`src/rtl/lin_hdr_pkg.sv`:
```
package lin_hdr_pkg;
  localparam int ID_W    = 6;
  localparam int SEL_W   = 2;
  localparam int LEN_W   = 5;   // holds the longest field, 26
  localparam int BYTE_W  = 8;
  localparam int FRAME_W = BYTE_W + 2;

  typedef enum logic [2:0] {
    ST_IDLE,
    ST_BREAK,
    ST_GAP1,
    ST_SYNC,
    ST_GAP2,
    ST_PID
  } phase_e;
endpackage

```
`src/rtl/lin_hdr_timing.sv`:
```
module lin_hdr_timing
  import lin_hdr_pkg::*;
(
  input  logic [SEL_W-1:0] brk_sel_i,
  input  logic [SEL_W-1:0] gap_sel_i,
  output logic [LEN_W-1:0] brk_len_o,
  output logic [LEN_W-1:0] gap1_len_o,
  output logic [LEN_W-1:0] gap2_len_o
);
  always_comb begin
    unique case (brk_sel_i)
      2'd0:    brk_len_o = LEN_W'(13);
      2'd1:    brk_len_o = LEN_W'(17);
      2'd2:    brk_len_o = LEN_W'(21);
      default: brk_len_o = LEN_W'(26);
    endcase
  end

  always_comb begin
    unique case (gap_sel_i)
      2'd0:    gap1_len_o = LEN_W'(1);
      2'd1:    gap1_len_o = LEN_W'(4);
      2'd2:    gap1_len_o = LEN_W'(8);
      default: gap1_len_o = LEN_W'(14);
    endcase
    gap2_len_o = (gap_sel_i == '0) ? LEN_W'(1) : LEN_W'(4);
  end
endmodule

```
`src/rtl/lin_hdr_pid.sv`:
```
module lin_hdr_pid
  import lin_hdr_pkg::*;
(
  input  logic [ID_W-1:0]   id_i,
  output logic [BYTE_W-1:0] pid_o
);
  logic par_lo, par_hi;

  always_comb begin
    par_lo = id_i[0] ^ id_i[1] ^ id_i[2] ^ id_i[4];
    par_hi = ~(id_i[1] ^ id_i[3] ^ id_i[4] ^ id_i[5]);
    pid_o  = {par_hi, par_lo, id_i};
  end
endmodule

```
`src/rtl/lin_hdr_seq.sv`:
```
module lin_hdr_seq
  import lin_hdr_pkg::*;
#(
  parameter logic [BYTE_W-1:0] SYNC_BYTE = 8'h55
) (
  input  logic              clk_i,
  input  logic              rst_ni,
  input  logic              bit_tick_i,
  input  logic              start_i,
  input  logic [ID_W-1:0]   id_i,
  input  logic [SEL_W-1:0]  brk_sel_i,
  input  logic [SEL_W-1:0]  gap_sel_i,
  input  logic [LEN_W-1:0]  brk_len_i,
  input  logic [LEN_W-1:0]  gap1_len_i,
  input  logic [LEN_W-1:0]  gap2_len_i,
  input  logic [BYTE_W-1:0] pid_i,
  output logic [ID_W-1:0]   id_q_o,
  output logic [SEL_W-1:0]  brk_sel_q_o,
  output logic [SEL_W-1:0]  gap_sel_q_o,
  output logic              tx_o,
  output logic              busy_o,
  output logic              done_o
);
  phase_e             state_q, state_d;
  logic [LEN_W-1:0]   cnt_q;
  logic [LEN_W-1:0]   phase_len;
  logic [FRAME_W-1:0] sh_q;
  logic               last_bit;

  always_comb begin
    unique case (state_q)
      ST_BREAK:        phase_len = brk_len_i;
      ST_GAP1:         phase_len = gap1_len_i;
      ST_GAP2:         phase_len = gap2_len_i;
      ST_SYNC, ST_PID: phase_len = LEN_W'(FRAME_W);
      default:         phase_len = LEN_W'(1);
    endcase
  end

  assign last_bit = (cnt_q == phase_len - LEN_W'(1));

  always_comb begin
    unique case (state_q)
      ST_BREAK: state_d = ST_GAP1;
      ST_GAP1:  state_d = ST_SYNC;
      ST_SYNC:  state_d = ST_GAP2;
      ST_GAP2:  state_d = ST_PID;
      default:  state_d = ST_IDLE;
    endcase
  end

  always_ff @(posedge clk_i or negedge rst_ni) begin
    if (!rst_ni) begin
      state_q     <= ST_IDLE;
      cnt_q       <= '0;
      sh_q        <= '1;
      id_q_o      <= '0;
      brk_sel_q_o <= '0;
      gap_sel_q_o <= '0;
      done_o      <= 1'b0;
    end else begin
      done_o <= 1'b0;
      if (state_q == ST_IDLE) begin
        if (start_i) begin
          id_q_o      <= id_i;
          brk_sel_q_o <= brk_sel_i;
          gap_sel_q_o <= gap_sel_i;
          cnt_q       <= '0;
          state_q     <= ST_BREAK;
        end
      end else if (bit_tick_i) begin
        if (last_bit) begin
          cnt_q   <= '0;
          state_q <= state_d;
          unique case (state_q)
            ST_GAP1: sh_q <= {1'b1, SYNC_BYTE, 1'b0};
            ST_GAP2: sh_q <= {1'b1, pid_i, 1'b0};
            ST_PID:  begin sh_q <= '1; done_o <= 1'b1; end
            default: sh_q <= '1;
          endcase
        end else begin
          cnt_q <= cnt_q + LEN_W'(1);
          if (state_q == ST_SYNC || state_q == ST_PID)
            sh_q <= {1'b1, sh_q[FRAME_W-1:1]};
        end
      end
    end
  end

  always_comb begin
    unique case (state_q)
      ST_BREAK:        tx_o = 1'b0;
      ST_SYNC, ST_PID: tx_o = sh_q[0];
      default:         tx_o = 1'b1;
    endcase
  end

  assign busy_o = (state_q != ST_IDLE);

  // counter never runs past the decoded field length
  p_cnt_bound_r1: assert property (@(posedge clk_i) disable iff (!rst_ni)
    busy_o |-> (cnt_q < phase_len));

  p_start_only_r4: assert property (@(posedge clk_i) disable iff (!rst_ni)
    $rose(busy_o) |-> $past(start_i));

  p_cfg_hold_r7: assert property (@(posedge clk_i) disable iff (!rst_ni)
    (busy_o && $past(busy_o)) |-> ($stable(id_q_o) && $stable(brk_sel_q_o) && $stable(gap_sel_q_o)));

  p_done_pulse_r8: assert property (@(posedge clk_i) disable iff (!rst_ni)
    done_o |=> !done_o);

  p_done_src_r8: assert property (@(posedge clk_i) disable iff (!rst_ni)
    done_o |-> ($past(state_q) == ST_PID && $past(bit_tick_i) && !busy_o));

  p_tx_hold_r10: assert property (@(posedge clk_i) disable iff (!rst_ni)
    (busy_o && $past(busy_o) && !$past(bit_tick_i)) |-> $stable(tx_o));
endmodule

```
`src/rtl/lin_hdr_gen.sv`:
```
module lin_hdr_gen
  import lin_hdr_pkg::*;
(
  input  logic       clk_i,
  input  logic       rst_ni,
  input  logic       bit_tick_i,
  input  logic       hdr_start_i,
  input  logic [5:0] hdr_id_i,
  input  logic [1:0] brk_sel_i,
  input  logic [1:0] gap_sel_i,
  output logic       tx_o,
  output logic       busy_o,
  output logic       done_o
);
  logic [ID_W-1:0]   id_q;
  logic [SEL_W-1:0]  brk_sel_q, gap_sel_q;
  logic [LEN_W-1:0]  brk_len, gap1_len, gap2_len;
  logic [BYTE_W-1:0] pid;

  lin_hdr_timing i_timing (
    .brk_sel_i  (brk_sel_q),
    .gap_sel_i  (gap_sel_q),
    .brk_len_o  (brk_len),
    .gap1_len_o (gap1_len),
    .gap2_len_o (gap2_len)
  );

  lin_hdr_pid i_pid (
    .id_i  (id_q),
    .pid_o (pid)
  );

  lin_hdr_seq i_seq (
    .clk_i       (clk_i),
    .rst_ni      (rst_ni),
    .bit_tick_i  (bit_tick_i),
    .start_i     (hdr_start_i),
    .id_i        (hdr_id_i),
    .brk_sel_i   (brk_sel_i),
    .gap_sel_i   (gap_sel_i),
    .brk_len_i   (brk_len),
    .gap1_len_i  (gap1_len),
    .gap2_len_i  (gap2_len),
    .pid_i       (pid),
    .id_q_o      (id_q),
    .brk_sel_q_o (brk_sel_q),
    .gap_sel_q_o (gap_sel_q),
    .tx_o        (tx_o),
    .busy_o      (busy_o),
    .done_o      (done_o)
  );

  p_idle_high_r4: assert property (@(posedge clk_i) disable iff (!rst_ni)
    !busy_o |-> tx_o);
endmodule

```
`config.mk`:
```
export PLATFORM = sky130hd
export DESIGN_NAME = lin_hdr_gen
export DESIGN_NICKNAME = d
export VERILOG_FILES = /design/src/rtl/lin_hdr_pkg.sv /design/src/rtl/lin_hdr_timing.sv /design/src/rtl/lin_hdr_pid.sv /design/src/rtl/lin_hdr_seq.sv /design/src/rtl/lin_hdr_gen.sv
export SDC_FILE = /design/constraint.sdc
export NUM_CORES = 1
export LEC_CHECK = 0
export BUFFER_PORTS_ARGS = -buffer_cell sky130_fd_sc_hd__buf_2
export CAP_MARGIN = 20
export CELL_PAD_IN_SITES_DETAIL_PLACEMENT = 0
export CELL_PAD_IN_SITES_GLOBAL_PLACEMENT = 1
export CORE_AREA = 5 5 71 73
export DETAILED_ROUTE_END_ITERATION = 6
export DIE_AREA = 0 0 76 78
export GPL_ROUTABILITY_DRIVEN = 0
export PLACE_DENSITY_LB_ADDON = 0.05
export SLEW_MARGIN = 20
export SYNTH_ARGS = -nofsm -noshare
export SYNTH_HDL_FRONTEND = slang
export SYNTH_SLANG_ARGS = --single-unit
```
`constraint.sdc`:
```
create_clock -name clk_i -period 2.9 [get_ports clk_i]
set_input_delay 0.435 -clock clk_i [delete_from_list [all_inputs] [get_ports clk_i]]
set_output_delay 0.435 -clock clk_i [all_outputs]
set_load 0.1 [all_outputs]
```
==> out/results.ini, run 1 <==
[run_status]
outcome=complete, no violations

[cts]
htreeDepth=1
clk_pin_slew_ns=0.10
clk_latency_ns=0.28
clock_path_buffers=2
root_buffer=clkbuf_8
hold_buffers=0
cts_tree=built
clock_sinks=28
numCtsBuffers=3

[timing]
fin_crit_sh_pct=96.6
hold_viol=0
final_max_slew_viol_count=0
grt_setup_unrepaired=true
finalSetupViolCount=0
fmax_mhz=357
worstMarginPinSlew_ns=0.649
period_minus_slack_ns=2.80
relSlewSlack_pct=56.7
setup_tns_ns=0
fin_worst_skew_ns=0.00512

[synthesis]
synth_nets=216
synthDistinctLibCells=54
synth_area_sq_um=1930
async_reset_ff_share_pct=100
synth_seq_area_share_pct=36.9
synthCells=197
ys_ff_latch=28
syn_area_per_cell_sq_um=9.81
synth_edf_count=0
synthFlopType=dfrtp_1
yosysWarnings=0

[critical_path]
cp.required_ns=3.07
end_kind=register
worstSetupPathType=register to register
worstPathArrival_ns=2.97
cp-start-kind=register
cp_max_fo=5

[floorplanning]
core_area_sq_um=4290
die_h_um=78
rows=24
die_area_sq_um=5930
io_pins=17
die_x_um=76
start_util_pct=45.0

[global_routing]
track_usage_pct=15.9
gr-total-overflow=0
grt_pass1_vias=1594
antenna_found_initial=0
grt_max_degree=29
grt_pass1_wl_um=7800

[run]
cap_violations=0

[cells_and_area]
final-seq-area_sq_um=712
final_util_pct=52.8
drive_gt1_share_pct=36.1
nNetsFinal=239
syn_to_final_growth_pct=17.4
layout_common_cells=dfrtp_1, buf_2, buf_4
fill_cells=405
n_antenna_cell=0
multi_input_area_sq_um=1190
final_common_cell=dfrtp_1

[min_path]
hold_path_class=input port to asynchronous set/reset pin

[detailed_routing]
vias_per_cell=6.02
wl_um=4760
num_vias=1632
ant_nets=0
drcViolationCount=0
routedWlPerCell_um=17.5
drtIter0Drc=99
dr.pass1.iters=4

[placed_design]
portBuffers=16
detailed_place_hpwl_um=3340

==> cell type report <==
cell class                 count  area share (%)
multi-input combinational    148            52.6
sequential                    28            31.4
timing repair buffer          33            9.71
tap                           52            2.87
clock buffer                   4            2.43
inverter                       6           0.993
==> cells in the mapped netlist, drive strengths merged (3+ instances only) <==
library cell	n	area share [%]
clkbuf	7	1.4
o21ai	9	2.3
nor2	9	1.7
nor3	5	1.6
o31ai	3	1.4
nand2b	6	1.9
xnor2	10	4.5
nor4	5	1.6
and3	4	1.3
a32oi	5	2.3
o41ai	4	1.8
nand3	4	1.0
xor2	6	3.1
buf	8	2.7
inv	6	1.2
dfrtp	19	25
a21oi	5	1.3
dfstp	9	12
nand2	15	2.9
o311ai	8	3.6
mux2	8	4.7
o211ai	7	2.7
ha	5	3.2
==> per-layer routing <==
layer / global-route usage (%) / vias to the layer above / share of wire (%)
met2: 27.0 / 36 / 50
li1: - / 789 / -
met1: 21.2 / 801 / 46
met3: 1.97 / 6 / 3.3
met4: 4.63 / 0 / 1.3
met5: 0 / - / 0
==> through the flow <==
stage	cells	hold slack (ns)	cell area (sq um)	setup WS, ns
after floorplan	197	0.139	1930	0.241
after global placement	264	0.483	2120	0.106
after detailed placement	264	0.494	2120	0.0411
after CTS	268	0.191	2170	0.0154
after global routing	271	0.222	2270	-0.0121
final	271	0.165	2270	0.0983
==> worst max-delay path: stages, from the launching register on <==
cell	delay, ns
dfrtp_1	0.41
ha_2	0.19
or2_2	0.30
o221ai_2	0.18
ha_2	0.23
inv_1	0.07
nor4b_4	0.33
xnor2_2	0.16
buf_4	0.19
o31a_1	0.29
a2111o_1	0.33
==> worst paths after layout <==
path / from / to / slack [ns] / depth (start not counted)
max: i_seq.brk_sel_q_o[1] / i_seq.state_q[0] / 0.1 / 10
min: rst_ni / i_seq.cnt_q[2] / 0.17 / 1
max reg2reg: i_seq.brk_sel_q_o[1] / i_seq.state_q[0] / 0.1 / 10
min reg2reg: i_seq.sh_q[4] / i_seq.sh_q[4] / 0.51 / 2
max in group asynchronous: rst_ni / i_seq.id_q_o[1] / 2.32 / 1
min in group clk_i: brk_sel_i[0] / i_seq.brk_sel_q_o[0] / 0.36 / 3
==> repair_timing <==
item,CTS,global route
setup endpoints to repair,0,17
buffers inserted,0,3
resized for setup,0,14
endpoints found under the hold margin,0,0
==> state kept, by name, summed over array words and instances, names as in the netlist <==
signal	flops
i_seq.brk_sel_q_o	2
i_seq.cnt_q	5
i_seq.done_o	1
i_seq.gap_sel_q_o	2
i_seq.id_q_o	6
i_seq.sh_q	9
i_seq.state_q	3
==> kinds of logic after synthesis <==
logic type	share of synthesized area [%]
DFF	36.9
adders and majority gates	3.24
buffers and inverters	5.18
muxes	5.18
xor gates and xnor gates	7.64
AOI/OAI and AO/OA	22.7
and+or+nand+nor	19.2
Power of run 1 is not shown: default switching activity piles up to over one toggle a cycle in this logic, so the estimate is an artifact.
==> run 2: changes to the inputs <==
--- a/config.mk
+++ b/config.mk
@@ -5,13 +5,14 @@
 export SDC_FILE = /design/constraint.sdc
 export NUM_CORES = 1
 export LEC_CHECK = 0
+export ABC_AREA = 1
 export BUFFER_PORTS_ARGS = -buffer_cell sky130_fd_sc_hd__buf_2
 export CAP_MARGIN = 20
 export CELL_PAD_IN_SITES_DETAIL_PLACEMENT = 0
 export CELL_PAD_IN_SITES_GLOBAL_PLACEMENT = 1
-export CORE_AREA = 5 5 71 73
+export CORE_AREA = 5 5 73 75
 export DETAILED_ROUTE_END_ITERATION = 6
-export DIE_AREA = 0 0 76 78
+export DIE_AREA = 0 0 78 80
 export GPL_ROUTABILITY_DRIVEN = 0
 export PLACE_DENSITY_LB_ADDON = 0.05
 export SLEW_MARGIN = 20
==> out/results.ini, run 2 <==
[detailed_routing]
ant_nets=0
vias_per_cell=4.87
drtIter0Drc=106
dr.pass1.iters=4
routedWlPerCell_um=12.3
drcViolationCount=0
wl_um=4200
num_vias=1664

[cells_and_area]
fill_cells=494
syn_to_final_growth_pct=10.9
n_antenna_cell=0
max_flop_register=i_seq.sh_q
nNetsFinal=308
final_common_cell=nand2_1
largest_reg_flops=9
drive_gt1_share_pct=21.5
layout_common_cells=nand2_1, inv_1, nor2_1
top_regs=i_seq.sh_q x9, i_seq.id_q_o x6, i_seq.cnt_q x5

[floorplanning]
core_area_sq_um=4600
start_util_pct=40.8
die_area_sq_um=6240
die_x_um=78
rows=25
die_h_um=80
io_pins=17

[critical_path]
regToRegStartpoint=i_seq.state_q[2]
max_stage_delay_ns=0.50
crit_path_frequent_cell=nand2_1
slowest_stage=dfrtp_2
startpoint=i_seq.state_q[2]
end_kind=register
cp_top_family=simple AND/OR/NAND/NOR gates
cp.required_ns=3.07
cp-start-kind=register
r2r_end=i_seq.state_q[0]
reg2reg_slack_ns=0.27
path_cells=inv_2 -> nand3_2 -> nand2_2 -> nand2_2 -> nand3_2 -> inv_2 -> ha_1 -> xor2_1 -> inv_1 -> nor2_1 -> nand3_1 -> nor2_2 -> nand2_4 -> nand2_1 -> nand2_1 -> nand2_1 -> nand2_1
cp_max_fo=13
reg2reg_depth=17
worstPathArrival_ns=2.80
crit_buf_inv=3
worstSetupPathType=register to register

[timing]
hold_viol=0
grt_setup_unrepaired=false
finalSetupViolCount=0
fin_crit_sh_pct=90.6
relSlewSlack_pct=57.8
fin_worst_skew_ns=0.00385
setup_tns_ns=0
fmax_mhz=380
period_minus_slack_ns=2.63
final_max_slew_viol_count=0
worstMarginPinSlew_ns=0.633

[synthesis]
async_reset_ff_share_pct=100
synthTopCellsByArea=dfrtp_1, nand2_1, dfstp_2, inv_1, nand3_1
synth_top_area_share_pct=25.4
synthFlopType=dfrtp_1
ys_ff_latch=28
synth_seq_area_share_pct=38.0
syn_area_per_cell_sq_um=6.97
synthCells=269
yosysWarnings=0
yosysMostFrequentCell=nand2_1
yosys.area.top_type=dfrtp_1
synth_area_sq_um=1880
synthDistinctLibCells=25
synth_edf_count=0
synth_nets=288
synth_commonest_cells=nand2_1, inv_1, nor2_1

[cts]
clk_latency_ns=0.27
numCtsBuffers=3
cts_tree=built
clk_pin_slew_ns=0.09
root_buffer=clkbuf_8
clock_sinks=28
clock_path_buffers=2
hold_buffers=0
htreeDepth=1
post-cts-setup-buffers=0
cts_resized=0

[global_routing]
grt_pass1_wl_um=7530
antenna_found_initial=0
gr-total-overflow=0
track_usage_pct=15.1
grt_max_degree=29
grt_pass1_vias=1672

[run]
cap_violations=0

[min_path]
hold_path_class=input port to asynchronous set/reset pin

[placed_design]
portBuffers=16
detailed_place_hpwl_um=3260

[run_status]
outcome=complete, no violations

## run 2: cell count changes after synthesis, moves of 7 or more
cell / previous run / this run
nand2_1: 15 / 100
o211ai_1: 7 / 0
o311ai_0: 8 / 0
inv_1: 6 / 30
o21ai_0: 3 / 10
nor2_1: 9 / 22
mux2_2: 8 / 1
nand3_1: 4 / 18
xnor2_1: 10 / 2
## run 2: stage by stage
step / setup WS (ns) / instances / hold slack (ns) / instance area, sq um / util (%)
6_report: 0.271 / 342 / 0.174 / 2080 / 45.2
5_1_grt: 0.0149 / 342 / 0.204 / 2080 / 45.2
4_1_cts: 0.175 / 341 / 0.184 / 2060 / 44.7
3_5_place_dp: 0.198 / 337 / 0.460 / 2010 / 43.8
3_3_place_gp: 0.196 / 337 / 0.456 / 2010 / 43.8
2_1_floorplan: 0.246 / 269 / 0.139 / 1880 / -
## run 2: worst max path at each step
stage	endpoint	depth (start not counted)
after floorplan	tx_o	6
after global placement	i_seq.state_q[1]	17
after detailed placement	i_seq.state_q[0]	17
after CTS	i_seq.state_q[0]	17
after global routing	i_seq.state_q[2]	17
final	i_seq.state_q[0]	17
## run 2: routing by layer
| metal | GRT usage (%) | routed length (um) |
|---|---|---|
| met1 | 19.1 | 1910 |
| met2 | 25.0 | 2020 |
| met3 | 2.60 | 181 |
| met4 | 6.42 | 82 |
| met5 | 0 | 0 |
## run 2: kinds of logic (layout without fill, tap and decap cells)
kind of cell,after synthesis,in the layout,share of synthesized area [%]
fa+ha+maj,5,5,3.34
xor+xnor,6,6,2.80
simple gates,165,165,39.7
mux,1,1,0.600
compound gates,24,25,7.00
flops,28,28,38.0
buf+inv,40,58,8.61
## run 2: cell type report
cell class,count,area [sq um],area share (%)
multi-input combinational,202,1020,49.1
timing repair buffer,18,95.1,4.57
inverter,36,135,6.50
clock buffer,4,45.0,2.17
tap,54,67.6,3.25
sequential,28,716,34.4
Power of run 2 is left out for the same reason.
==> run 3: changes to the inputs <==
--- a/config.mk
+++ b/config.mk
@@ -14,6 +14,7 @@
 export DETAILED_ROUTE_END_ITERATION = 6
 export DIE_AREA = 0 0 78 80
 export GPL_ROUTABILITY_DRIVEN = 0
+export HOLD_SLACK_MARGIN = 0.12
 export PLACE_DENSITY_LB_ADDON = 0.05
 export SLEW_MARGIN = 20
 export SYNTH_ARGS = -nofsm -noshare
==> constraint.sdc (replaced) <==
create_clock -name clk_i -period 2.9 [get_ports clk_i]
set_input_delay 0.435 -clock clk_i [delete_from_list [all_inputs] [get_ports clk_i]]
set_output_delay 0.435 -clock clk_i [all_outputs]
set_load 0.01 [all_outputs]
==> out/results.ini, run 3 (synthesis gave the netlist of run 2 again) <==
[cts]
clk_latency_ns=0.28
clock_sinks=28
root_buffer=clkbuf_8
clock_path_buffers=2
cts_tree=built
numCtsBuffers=3
htreeDepth=1
clk_pin_slew_ns=0.10

[cells_and_area]
layout_common_cells=nand2_1, inv_1, nor2_1
largest_reg_flops=9
syn_to_final_growth_pct=12.7
final_util_pct=46.0
finalInstanceArea_sq_um=2110
n_antenna_cell=0
max_flop_register=i_seq.sh_q
final_cells=345
top_regs=i_seq.sh_q x9, i_seq.id_q_o x6, i_seq.cnt_q x5
drive_gt1_share_pct=23.0
nNetsFinal=311
fill_cells=484
final_common_cell=nand2_1

[timing]
timing.final.ws_setup_ns=0.351
fin_crit_sh_pct=87.9
hold_viol=0
relSlewSlack_pct=55.8
finalSetupViolCount=0
grt_setup_unrepaired=false
period_minus_slack_ns=2.55
fmax_mhz=392
timing.hold.ws_ns=0.171
worstMarginPinSlew_ns=0.664
setup_tns_ns=0
final_max_slew_viol_count=0
fin_worst_skew_ns=0.00199

[detailed_routing]
dr.pass1.iters=4
wl_um=4320
drtIter0Drc=47
ant_nets=0
routedWlPerCell_um=12.5
vias_per_cell=4.74
drcViolationCount=0
num_vias=1636

[floorplanning]
die_area_sq_um=6240
io_pins=17
start_util_pct=40.8
rows=25
core_area_sq_um=4600
die_h_um=80
die_x_um=78

[placed_design]
portBuffers=16
place_area_sq_um=2020
placedCellCount=338
dpl_worst_slack_ns=0.247
detailed_place_hpwl_um=3290

[global_routing]
grt_pass1_vias=1635
grt_max_degree=29
antenna_found_initial=0
track_usage_pct=15.4
gr-total-overflow=0
grt_pass1_wl_um=7650

[critical_path]
end_kind=register
cp.required_ns=3.12
cp-start-kind=register
worstPathArrival_ns=2.77
worstSetupPathType=register to register
cp_max_fo=10

[power_and_ir_drop]
p_per_area_nw_per_um2=1350
peakVddDrop_mv=0.480
total_power_mw=2.86
leakage_nw=1.16

[min_path]
hold_path_class=input port to asynchronous set/reset pin

[run_status]
outcome=complete, no violations

[run]
cap_violations=0

[run 3: changes by cell type in the layout (fill, tap and decap cells not counted), sizes merged]
| cell | previous run | this run |
|---|---|---|
| buf | 18 | 21 |
[run 3: area by class of cell]
class	instances	area (sq um)	share of cell area, %
Timing Repair Buffer	21	118	5.56
Inverter	36	135	6.39
Tap cell	54	67.6	3.20
Sequential cell	28	716	33.8
Clock buffer	4	55.1	2.60
Multi-Input combinational cell	202	1020	48.4
[run 3: final timing paths]
| kind | start | end | slack [ns] | cells after the start |
|---|---|---|---|---|
| max in group asynchronous | rst_ni | i_seq.state_q[0] | 2.27 | 1 |
| max | i_seq.state_q[0] | i_seq.sh_q[6] | 0.35 | 18 |
| min in group clk_i | hdr_id_i[5] | i_seq.id_q_o[5] | 0.38 | 2 |
| min | rst_ni | i_seq.id_q_o[1] | 0.17 | 1 |
| min reg2reg | i_seq.sh_q[4] | i_seq.sh_q[4] | 0.47 | 2 |
| max reg2reg | i_seq.state_q[0] | i_seq.sh_q[6] | 0.35 | 18 |
[run 3: layer usage]
metal / global-route usage [%] / wire, um / part of all wire (%) / vias up
met5: 0 / 0 / 0 / -
met4: 6.59 / 117 / 2.7 / 0
met3: 1.92 / 105 / 2.4 / 10
met2: 26.9 / 2110 / 49 / 22
met1: 18.9 / 1990 / 46 / 721
li1: - / - / - / 883
[run 3: critical path: stages, from the launching register on]
cell and delay, ns:
dfrtp_2 0.47, nor2_4 0.17, nand2_4 0.09, nand2_2 0.14, nand2_2 0.06, nand3_2 0.09, inv_2 0.05, ha_1 0.29
xor2_1 0.18, inv_1 0.06, nor2_1 0.10, nand3_1 0.08, nor2_2 0.16, nand2_4 0.14, buf_4 0.20, nand2_1 0.06
nand2_1 0.05, nand2_1 0.06, nand2_1 0.05
[run 3: what timing repair did]
item | in CTS | in global routing
hold buffers | 0 | 0
endpoints found under the setup margin | 0 | 12
gates resized for setup | 0 | 6
buffers inserted | 0 | 2
[run 3: power by group]
group	switching (mW)	internal [mW]	total [mW]
registers	0.145	0.596	0.740
clock network	0.133	0.122	0.255
logic	1.23	0.643	1.87
total	1.50	1.36	2.86
No activity file was read; power rests on OpenSTA's default activity.
